### src/rtl/ovl_pkg.sv
package ovl_pkg;

    localparam int ADDR_W  = 14;
    localparam int LOW_W   = ADDR_W - 1;
    localparam int PAGE_W  = 2;
    localparam int WAIT_W  = 3;
    localparam int NUM_PG  = 3;
    localparam logic [ADDR_W-1:0] MMR_BASE = 14'h3FE0;

    typedef enum logic [1:0] {
        TGT_NONE = 2'd0,
        TGT_INT  = 2'd1,
        TGT_MMR  = 2'd2,
        TGT_EXT  = 2'd3
    } tgt_e;

    typedef enum logic [1:0] {
        CFG_PM_PAGE = 2'd0,
        CFG_DM_PAGE = 2'd1,
        CFG_PM_WAIT = 2'd2,
        CFG_DM_WAIT = 2'd3
    } cfg_sel_e;

    typedef struct packed {
        tgt_e              tgt;
        logic              is_pm;
        logic [ADDR_W-1:0] xaddr;
    } map_s;

    function automatic map_s classify(
        input logic              req,
        input logic              space_dm,
        input logic [ADDR_W-1:0] addr,
        input logic [PAGE_W-1:0] pm_page,
        input logic [PAGE_W-1:0] dm_page
    );
        map_s              m;
        logic              in_win;
        logic [PAGE_W-1:0] pg;
        m.tgt   = TGT_NONE;
        m.is_pm = ~space_dm;
        m.xaddr = '0;
        in_win  = space_dm ? ~addr[ADDR_W-1] : addr[ADDR_W-1];
        pg      = space_dm ? dm_page : pm_page;
        if (req) begin
            if (in_win && (pg != '0)) begin
                m.tgt   = TGT_EXT;
                m.xaddr = {(pg == PAGE_W'(2)), addr[LOW_W-1:0]};
            end else if (space_dm && (addr >= MMR_BASE)) begin
                m.tgt = TGT_MMR;
            end else begin
                m.tgt = TGT_INT;
            end
        end
        return m;
    endfunction

endpackage

### src/rtl/ovl_regs.sv
module ovl_regs
    import ovl_pkg::*;
#(
    parameter int PW = PAGE_W,
    parameter int WW = WAIT_W
) (
    input  logic          clk,
    input  logic          rst,
    input  logic          mode_b,
    input  logic          we,
    input  logic [1:0]    sel,
    input  logic [WW-1:0] wdata,
    output logic [PW-1:0] pm_page,
    output logic [PW-1:0] dm_page,
    output logic [WW-1:0] pm_wait,
    output logic [WW-1:0] dm_wait
);
    localparam int PG_LIMIT = NUM_PG;

    logic page_ok;
    assign page_ok = (int'(wdata) < PG_LIMIT);

    always_ff @(posedge clk) begin
        if (rst) begin
            pm_page <= '0;
            dm_page <= '0;
            pm_wait <= '0;
            dm_wait <= '0;
        end else begin
            if (we) begin
                unique case (cfg_sel_e'(sel))
                    CFG_PM_PAGE: if (page_ok) pm_page <= PW'(wdata);
                    CFG_DM_PAGE: if (page_ok) dm_page <= PW'(wdata);
                    CFG_PM_WAIT: pm_wait <= wdata;
                    CFG_DM_WAIT: dm_wait <= wdata;
                    default: ;
                endcase
            end
            if (mode_b) pm_page <= '0;
        end
    end
endmodule

### src/rtl/ovl_decode.sv
module ovl_decode
    import ovl_pkg::*;
#(
    parameter int AW = ADDR_W,
    parameter int PW = PAGE_W
) (
    input  logic          req,
    input  logic          space_dm,
    input  logic [AW-1:0] addr,
    input  logic          mode_b,
    input  logic [PW-1:0] pm_page,
    input  logic [PW-1:0] dm_page,
    output map_s          map
);
    logic [PW-1:0] pm_eff;
    assign pm_eff = mode_b ? '0 : pm_page;

    always_comb begin
        map = classify(req, space_dm, addr, pm_eff, dm_page);
    end
endmodule

### src/rtl/ovl_wait_fsm.sv
module ovl_wait_fsm
    import ovl_pkg::*;
#(
    parameter int WW = WAIT_W
) (
    input  logic          clk,
    input  logic          rst,
    input  map_s          dec,
    input  logic [WW-1:0] pm_wait,
    input  logic [WW-1:0] dm_wait,
    output map_s          cur,
    output logic          ready
);
    logic          busy;
    logic [WW-1:0] cnt;
    map_s          held;
    logic [WW-1:0] n;
    logic          start;

    assign n     = dec.is_pm ? pm_wait : dm_wait;
    assign start = ~busy && (dec.tgt == TGT_EXT) && (n != '0);

    always_comb begin
        if (busy) begin
            cur   = held;
            ready = (cnt == '0);
        end else begin
            cur   = dec;
            ready = ~start;
        end
    end

    always_ff @(posedge clk) begin
        if (rst) begin
            busy <= 1'b0;
            cnt  <= '0;
            held <= '0;
        end else if (start) begin
            busy <= 1'b1;
            cnt  <= n - WW'(1);
            held <= dec;
        end else if (busy) begin
            if (cnt == '0) busy <= 1'b0;
            else           cnt  <= cnt - WW'(1);
        end
    end
endmodule

### src/rtl/ovl_mapper.sv
module ovl_mapper
    import ovl_pkg::*;
#(
    parameter int AW = ADDR_W,
    parameter int PW = PAGE_W,
    parameter int WW = WAIT_W
) (
    input  logic          clk,
    input  logic          rst,
    input  logic          mode_b_i,
    input  logic          cfg_we_i,
    input  logic [1:0]    cfg_sel_i,
    input  logic [WW-1:0] cfg_wdata_i,
    input  logic          req_i,
    input  logic          space_i,
    input  logic [AW-1:0] addr_i,
    output logic          ready_o,
    output logic          int_hit_o,
    output logic          mmr_hit_o,
    output logic          ext_pm_sel_o,
    output logic          ext_dm_sel_o,
    output logic [AW-1:0] ext_addr_o,
    output logic [PW-1:0] pm_page_o,
    output logic [PW-1:0] dm_page_o,
    output logic [WW-1:0] pm_wait_o,
    output logic [WW-1:0] dm_wait_o
);
    map_s dec_map;
    map_s cur_map;
    logic is_ext;

    ovl_regs #(.PW(PW), .WW(WW)) u_regs (
        .clk     (clk),
        .rst     (rst),
        .mode_b  (mode_b_i),
        .we      (cfg_we_i),
        .sel     (cfg_sel_i),
        .wdata   (cfg_wdata_i),
        .pm_page (pm_page_o),
        .dm_page (dm_page_o),
        .pm_wait (pm_wait_o),
        .dm_wait (dm_wait_o)
    );

    ovl_decode #(.AW(AW), .PW(PW)) u_dec (
        .req      (req_i),
        .space_dm (space_i),
        .addr     (addr_i),
        .mode_b   (mode_b_i),
        .pm_page  (pm_page_o),
        .dm_page  (dm_page_o),
        .map      (dec_map)
    );

    ovl_wait_fsm #(.WW(WW)) u_wait (
        .clk     (clk),
        .rst     (rst),
        .dec     (dec_map),
        .pm_wait (pm_wait_o),
        .dm_wait (dm_wait_o),
        .cur     (cur_map),
        .ready   (ready_o)
    );

    assign is_ext       = (cur_map.tgt == TGT_EXT);
    assign int_hit_o    = (cur_map.tgt == TGT_INT);
    assign mmr_hit_o    = (cur_map.tgt == TGT_MMR);
    assign ext_pm_sel_o = is_ext &  cur_map.is_pm;
    assign ext_dm_sel_o = is_ext & ~cur_map.is_pm;
    assign ext_addr_o   = is_ext ? cur_map.xaddr : '0;
endmodule

### config.mk
export PLATFORM = sky130hd
export DESIGN_NAME = ovl_mapper
export DESIGN_NICKNAME = d
export VERILOG_FILES = /design/src/rtl/ovl_pkg.sv /design/src/rtl/ovl_regs.sv /design/src/rtl/ovl_decode.sv /design/src/rtl/ovl_wait_fsm.sv /design/src/rtl/ovl_mapper.sv
export SDC_FILE = /design/constraint.sdc
export NUM_CORES = 1
export LEC_CHECK = 0
export ABC_CLOCK_PERIOD_IN_PS = 3000
export BUFFER_PORTS_ARGS = -buffer_cell sky130_fd_sc_hd__buf_4
export CAP_MARGIN = 0
export CORE_UTILIZATION = 50
export DETAILED_ROUTE_END_ITERATION = 10
export GPL_TIMING_DRIVEN = 0
export HOLD_SLACK_MARGIN = 0.12
export PLACE_DENSITY = 0.84
export SYNTH_ARGS = -nofsm -noshare
export SYNTH_HDL_FRONTEND = slang
export SYNTH_SLANG_ARGS = --single-unit
export TNS_END_PERCENT = 1
### constraint.sdc
create_clock -name clk -period 3 [get_ports clk]
set_input_delay 0.6 -clock clk [delete_from_list [all_inputs] [get_ports clk]]
set_output_delay 0.6 -clock clk [all_outputs]
set_load 0.05 [all_outputs]
==> results.md, run 1 <==
* Ratio of cells with drive above 1 in the final layout at 0.328
* # DRC at 0
* Worst Hold Depth at 2
* Setup tns final at 0 ns
* Static Leak at 0.000920 uW
* Distinct cells, synth at 46
* Initial antenna violation count at 0
* Postcts setup bufs at 0
* Netlist Area Pre-Place at 1700 um2
* Height of the die at 60.3 um
* Largest cells by area after synthesis: dfxtp_1 36%, mux2i_1 7.6%, a22o_1 6.7%, a21oi_1 5.9%, nand3_1 4.1%
* Run status: completed
* WP buf/inv at 4
* PortBufs at 53
* CTS H-tree lvls at 2
* Post-route ant nets at 0
* Cell Pwr Density at 360 nW/um2
* GR Layer Usage met2 at 0.430
* Worst r2r dst: u_wait.cnt[2]$_SDFFE_PP0P_
* DP HPWL at 3310 um
* Avg Inst Size Synth at 8.96 um2
* Post-synthesis sequential area ratio at 0.365
* CP max stage cell: clkbuf_1
* CP most frequent cell: clkbuf_1
* Crit path cell chain: and3_1, clkbuf_1, clkbuf_1, inv_1, o32ai_1, buf_4
* Final Hold Vio Count at 0
* Synthesis-stage register bit count at 31
* R2R Setup Slk at 0.74 ns
* Levels on crit path at 6
* CTS Root Cell: clkbuf_4
* Final Cycle Share at 0.924
* Number of flops mapped to enable cells by yosys at 0
* Io pins at 54
* Crit path largest cell delay at 0.46 ns
* Hold Path End: u_regs.pm_page[0]$_SDFFE_PP0P_
* Gpl congestion at 0.829
* RSZ-0062 raised after global routing: no
* DR vias/cell at 5.78
* Asr flop ratio synth at 0
* Reg2reg path depth at 11
* Grt met3 use at 0.0490
* Slew margin rel. at 0.626
* GRT Total Usage at 0.265
* Post-synth top area share at 0.365
* Syn. warnings at 0
* GRT overflow at 0
* PostCTS Resize Cnt at 0
* Horiz. Die Dim at 60.3 um
* Data arrival, critical path at 2.17 ns
* Fin crit period at 2.77 ns
* Slew Viols, Final at 0
* Hold WC Path Type: input pin to flip-flop
* Clk Latency, worst-skew pair at 0.33 ns
* Final count of negative-setup-slack endpoints at 0
* Top FF cell, synth: dfxtp_1
* Data required, critical path at 2.40 ns
* Total Routed Length at 4380 um
* Area Growth Syn to Fin at 30.4%
* First-pass GRT wire length at 7130 um
* Max-cap viol count at 0
* Fmax at 0.361 GHz
* Initial core utilization at 0.544
* Crit path max fanout at 10
* Worst Skew at 0.00706 ns
* Drt first-iter violations at 107
* # hold bufs at CTS at 0
* Tightest Pin Transition at 0.546 ns
* Count leader, synth: dfxtp_1
* HP Start: mode_b_i
* Post-Syn Instances at 190
* Leading area contributor after synthesis: dfxtp_1
* Pin count of the biggest net entering global routing at 11
* Post-Syn Nets at 216
* Via count at 1698
* Post-DR wirelength/cell at 14.9 um
* CTS max path bufs at 2
* Cell family with most CP delay: buffers and inverters
* Grt met1 use at 0.346
* NumNets Final at 276
* CTS tree: yes
* Inserted Clock Buffers at 5
* Fill cells at 274
* Type of the worst setup path: flip-flop to output pin
* Crit path launch type: flip-flop
* Die area at 3640 um2
* Post-synth top cells: 31 x dfxtp_1, 20 x a21oi_1, 17 x nor2_1, 14 x nand3_1, 14 x o21ai_1
* Reg clk slew, reported paths at 0.09 ns
* Clock Sinks at 31
* ANT cells at 0
* Vias in the first global route at 1554
* Gr busiest metal: met2
* Row Count at 20
* Max IR drop VDD at 0.000298 V
* DR pass1 iterations at 4
* RR Startpoint: u_wait.busy$_SDFF_PP0_
* Finished Core Util at 0.709
* Core Area at 3130 um2
* Worst Setup End Kind: output pin
-- cells in the final DEF (no fill, tap or decap), types with 2 or more instances in the layout --
cell	Yosys	final
a21oi_1	20	20
a22o_1	13	13
a311oi_2	2	2
and3_1	2	2
buf_2	3	3
buf_4	2	55
buf_6	3	3
clkbuf_1	5	5
clkbuf_4	0	5
dfxtp_1	31	31
mux2i_1	13	13
nand2_1	9	9
nand2b_1	4	4
nand3_1	14	14
nand4_1	2	2
nor2_1	17	17
nor2b_1	2	2
nor3_1	4	4
nor3_2	2	2
o21ai_1	14	14
-- flip-flops by register name, summed over array words and instances, names as in the netlist --
register / cells
u_regs.dm_wait: 3
u_wait.held: 17
u_regs.dm_page: 2
u_wait.busy: 1
u_regs.pm_wait: 3
u_wait.cnt: 3
u_regs.pm_page: 2
-- cell families after synthesis --
logic type / Yosys count / share of synthesized area
adder cells (fa/ha/maj): 1 / 0.00735
AO/OA/AOI/OAI: 62 / 0.254
multiplexers: 14 / 0.0831
buffers and inverters: 15 / 0.0595
AND/OR/NAND/NOR: 66 / 0.226
flip-flops: 31 / 0.365
XOR/XNOR: 1 / 0.00515
-- final cells by class --
class / instances / area (um2) / area share
multi-input cells: 144 / 987 / 0.445
well taps: 44 / 55.1 / 0.0248
flip-flops and latches: 31 / 621 / 0.280
plain buffers: 14 / 97.6 / 0.0440
repair buffers: 53 / 398 / 0.179
inverters: 1 / 3.75 / 0.00169
clock inverters: 1 / 5.00 / 0.00226
clock buffers: 6 / 51.3 / 0.0231
-- power breakdown --
part	leakage, uW	switching [uW]	internal (uW)
Combinational	0.000636	74.9	51.2
Clock	0.0000341	145	108
Sequential	0.000250	4.82	415
-- stage by stage --
stage               hold WS (ns)  cells  setup slack, ns  area, um2  power [uW]
floorplan                  0.455    190            0.164       1710         500
global placement           0.462    287            0.303       2160         554
detailed placement         0.472    287            0.297       2160         555
CTS                        0.457    294            0.204       2220         802
global route               0.456    294           0.0867       2220         833
finish                     0.462    294            0.229       2220         799
-- worst reg2reg max path: stages (launching register included) --
cell and delay [ns]:
dfxtp_1 0.38, nand2b_1 0.18, buf_6 0.15, or3_1 0.31
buf_4 0.18, buf_6 0.15, nor3_2 0.14, a21oi_1 0.06
ha_1 0.22, xnor2_1 0.13, a31oi_1 0.16, a21oi_1 0.08
-- worst max-delay path by stage --
stage	from	to
finish	u_wait.busy$_SDFF_PP0_	ext_dm_sel_o
global route	u_wait.busy$_SDFF_PP0_	ext_dm_sel_o
CTS	u_wait.busy$_SDFF_PP0_	ext_dm_sel_o
detailed placement	mode_b_i	ext_addr_o[10]
global placement	mode_b_i	ext_addr_o[10]
floorplan	mode_b_i	ext_pm_sel_o
-- routing by layer --
metal,wire [um],vias up,part of all wire
li1,-,830,-
met1,2000,810,0.46
met2,2110,52,0.48
met3,226,6,0.052
met4,39,0,0.0089
met5,0,-,0
Note: power is estimated with default switching activity, not from simulation.
==> run 2, diff against run 1 <==
--- a/config.mk
+++ b/config.mk
@@ -12,7 +12,8 @@
 export DETAILED_ROUTE_END_ITERATION = 10
 export GPL_TIMING_DRIVEN = 0
 export HOLD_SLACK_MARGIN = 0.12
-export PLACE_DENSITY = 0.84
+export MAX_ROUTING_LAYER = met4
+export PLACE_DENSITY = 0.79
 export SYNTH_ARGS = -nofsm -noshare
 export SYNTH_HDL_FRONTEND = slang
 export SYNTH_SLANG_ARGS = --single-unit
==> run 2 against run 1 <==
  * Combinational power hardly changed
  * Cell count is 0.34% higher
  * Clock power is 9.5% lower
  * Sequential share of layout area is 0.079 points higher
  * Worst hold slack better by 0.012 ns
==> results.md, run 2 (synthesis results as in run 1) <==
* Crit path max fanout at 10 (unchanged)
* Fin area at 2210 um2 (-0.28%)
* Horiz. Die Dim at 60.3 um (unchanged)
* Final Cycle Share at 0.937 (+0.0128)
* Post-DP Area at 2160 um2 (unchanged)
* Most frequent cells in the layout: 55 x buf_4, 31 x dfxtp_1, 20 x a21oi_1
* Reg clk slew, reported paths at 0.09 ns (about the same)
* Worst Hold Depth at 2 (unchanged)
* # hold bufs at CTS at 0 (unchanged)
* Max reg flops at 17 (unchanged)
* PostCTS Resize Cnt at 0 (unchanged)
* # DRC at 0 (unchanged)
* Via count at 1666 (-1.9%)
* Core Area at 3130 um2 (unchanged)
* CTS tree: yes
* Total Routed Length at 4400 um (+0.55%)
* Worst Skew at 0.0155 ns (+0.00849 ns)
* Postcts setup bufs at 0 (unchanged)
* Data arrival, critical path at 2.21 ns (+0.04 ns)
* Worst Setup End Kind: output pin
* Inserted Clock Buffers at 5 (unchanged)
* CTS H-tree lvls at 2 (unchanged)
* Vias in the first global route at 1486 (-4.4%)
* First-pass GRT wire length at 6950 um (-2.6%)
* Initial antenna violation count at 0 (unchanged)
* R2R Setup Slk at 0.72 ns (-0.02 ns)
* Crit path launch type: flip-flop
* Fin crit period at 2.81 ns (+0.0384 ns)
* DR pass1 iterations at 4 (unchanged)
* Height of the die at 60.3 um (unchanged)
* Type of the worst setup path: flip-flop to output pin
* GRT overflow at 0 (unchanged)
* Setup tns final at 0 ns (unchanged)
* Crit path cell chain: and3_1, clkbuf_1, clkbuf_1, inv_1, o32ai_1, buf_4
* Max-cap viol count at 0 (unchanged)
* PortBufs at 53 (unchanged)
* RSZ-0062 raised after global routing: no
* DR vias/cell at 5.65 (-2.2%)
* Ratio of cells with drive above 1 in the final layout at 0.323 (-0.00529)
* GRT Total Usage at 0.265 (about the same)
* Cell family with most CP delay: buffers and inverters
* NumNets Final at 276 (unchanged)
* RR Startpoint: u_wait.busy$_SDFF_PP0_
* HP Start: mode_b_i
* Static Leak at 0.000916 uW (-0.52%)
* Slew margin rel. at 0.604 (-0.0221)
* Gpl congestion at 0.839 (+1.3%)
* Clk Latency, worst-skew pair at 0.33 ns (about the same)
* Clock Sinks at 31 (unchanged)
* Post-route ant nets at 0 (unchanged)
* Slew Viols, Final at 0 (unchanged)
* Data required, critical path at 2.40 ns (about the same)
* Crit path largest cell delay at 0.44 ns (-0.02 ns)
* CP max stage cell: dfxtp_1
* Final Hold Vio Count at 0 (unchanged)
* ANT cells at 0 (unchanged)
* Hold Path End: u_regs.pm_page[0]$_SDFFE_PP0P_
* CTS max path bufs at 2 (unchanged)
* Commonest non-fill, non-tap cell in the layout: buf_4
* Area Growth Syn to Fin at 30.0%
* Fmax at 0.356 GHz (-1.4%)
* Tightest Pin Transition at 0.579 ns (+0.0323 ns)
* DP Worst Slack at 0.310 ns (+0.0128 ns)
* Max IR drop VDD at 0.000276 V (-7.4%)
* Die area at 3640 um2 (unchanged)
* Reg2reg path depth at 11 (unchanged)
* Row Count at 20 (unchanged)
* Cell Pwr Density at 351 nW/um2 (-2.6%)
* CP most frequent cell: clkbuf_1
* Post-DR wirelength/cell at 14.9 um (+0.21%)
* Io pins at 54 (unchanged)
* Run status: completed
* Pin count of the biggest net entering global routing at 11 (unchanged)
* Slack of the critical path at 0.190 ns (-0.0384 ns)
* Worst r2r dst: u_wait.cnt[2]$_SDFFE_PP0P_
* DP HPWL at 3280 um (-0.77%)
* Final count of negative-setup-slack endpoints at 0 (unchanged)
* WP buf/inv at 4 (unchanged)
* Hold WC Path Type: input pin to flip-flop
* Drt first-iter violations at 121 (+13%)
* Most flops, register: u_wait.held
* CTS Root Cell: clkbuf_4
* Initial core utilization at 0.544 (unchanged)
==> run 2: changes by cell type in the layout (fill, tap and decap cells not counted), sizes merged <==
cell    change
clkbuf      +1
==> run 2: how the worst max path moves through the flow <==
stage / from / to / depth (start not counted)
2_1_floorplan: mode_b_i / ext_pm_sel_o / 2
3_3_place_gp: mode_b_i / ext_addr_o[12] / 7
3_5_place_dp: mode_b_i / ext_addr_o[11] / 7
4_1_cts: u_wait.busy$_SDFF_PP0_ / ext_dm_sel_o / 6
5_1_grt: u_wait.busy$_SDFF_PP0_ / ext_dm_sel_o / 6
6_report: u_wait.busy$_SDFF_PP0_ / ext_dm_sel_o / 6
==> run 2: final cells by class <==
type                    count  area, um2
multi-input cells         144        987
fillers                   287        916
flip-flops and latches     31        621
repair buffers             53        398
plain buffers              14       97.6
well taps                  44       55.1
clock buffers               7       45.0
clock inverters             1       5.00
inverters                   1       3.75
==> run 2: report_power, final <==
group / switching, uW / internal, uW
combinational: 75.4 / 51.3
clock: 138 / 91.3
sequential: 4.73 / 415
==> run 2: routing by layer <==
layer / track usage / wire, um / up-vias
met1: 0.373 / 2020 / 779
li1: - / - / 829
met5: - / 0 / -
met2: 0.381 / 2050 / 53
met3: 0.0448 / 289 / 5
met4: 0.0897 / 45 / 0
==> run 2: per-stage QoR <==
stage	total power, uW	hold WS (ns)	util	cells
after CTS	778	0.470	0.707	295
after global routing	804	0.471	0.707	295
after detailed placement	555	0.472	0.691	287
final	776	0.474	0.707	295
after global placement	554	0.463	0.691	287
after floorplan	500	0.455	-	190
==> run 2: worst reg2reg max path, cell delays in order, from the launching register on <==
cell and delay (ns):
dfxtp_1 0.38, nand2b_1 0.17, buf_6 0.15, or3_1 0.30, buf_4 0.17, buf_6 0.15
nor3_2 0.18, a21oi_1 0.06, ha_1 0.22, xnor2_1 0.13, a31oi_1 0.16, a21oi_1 0.08
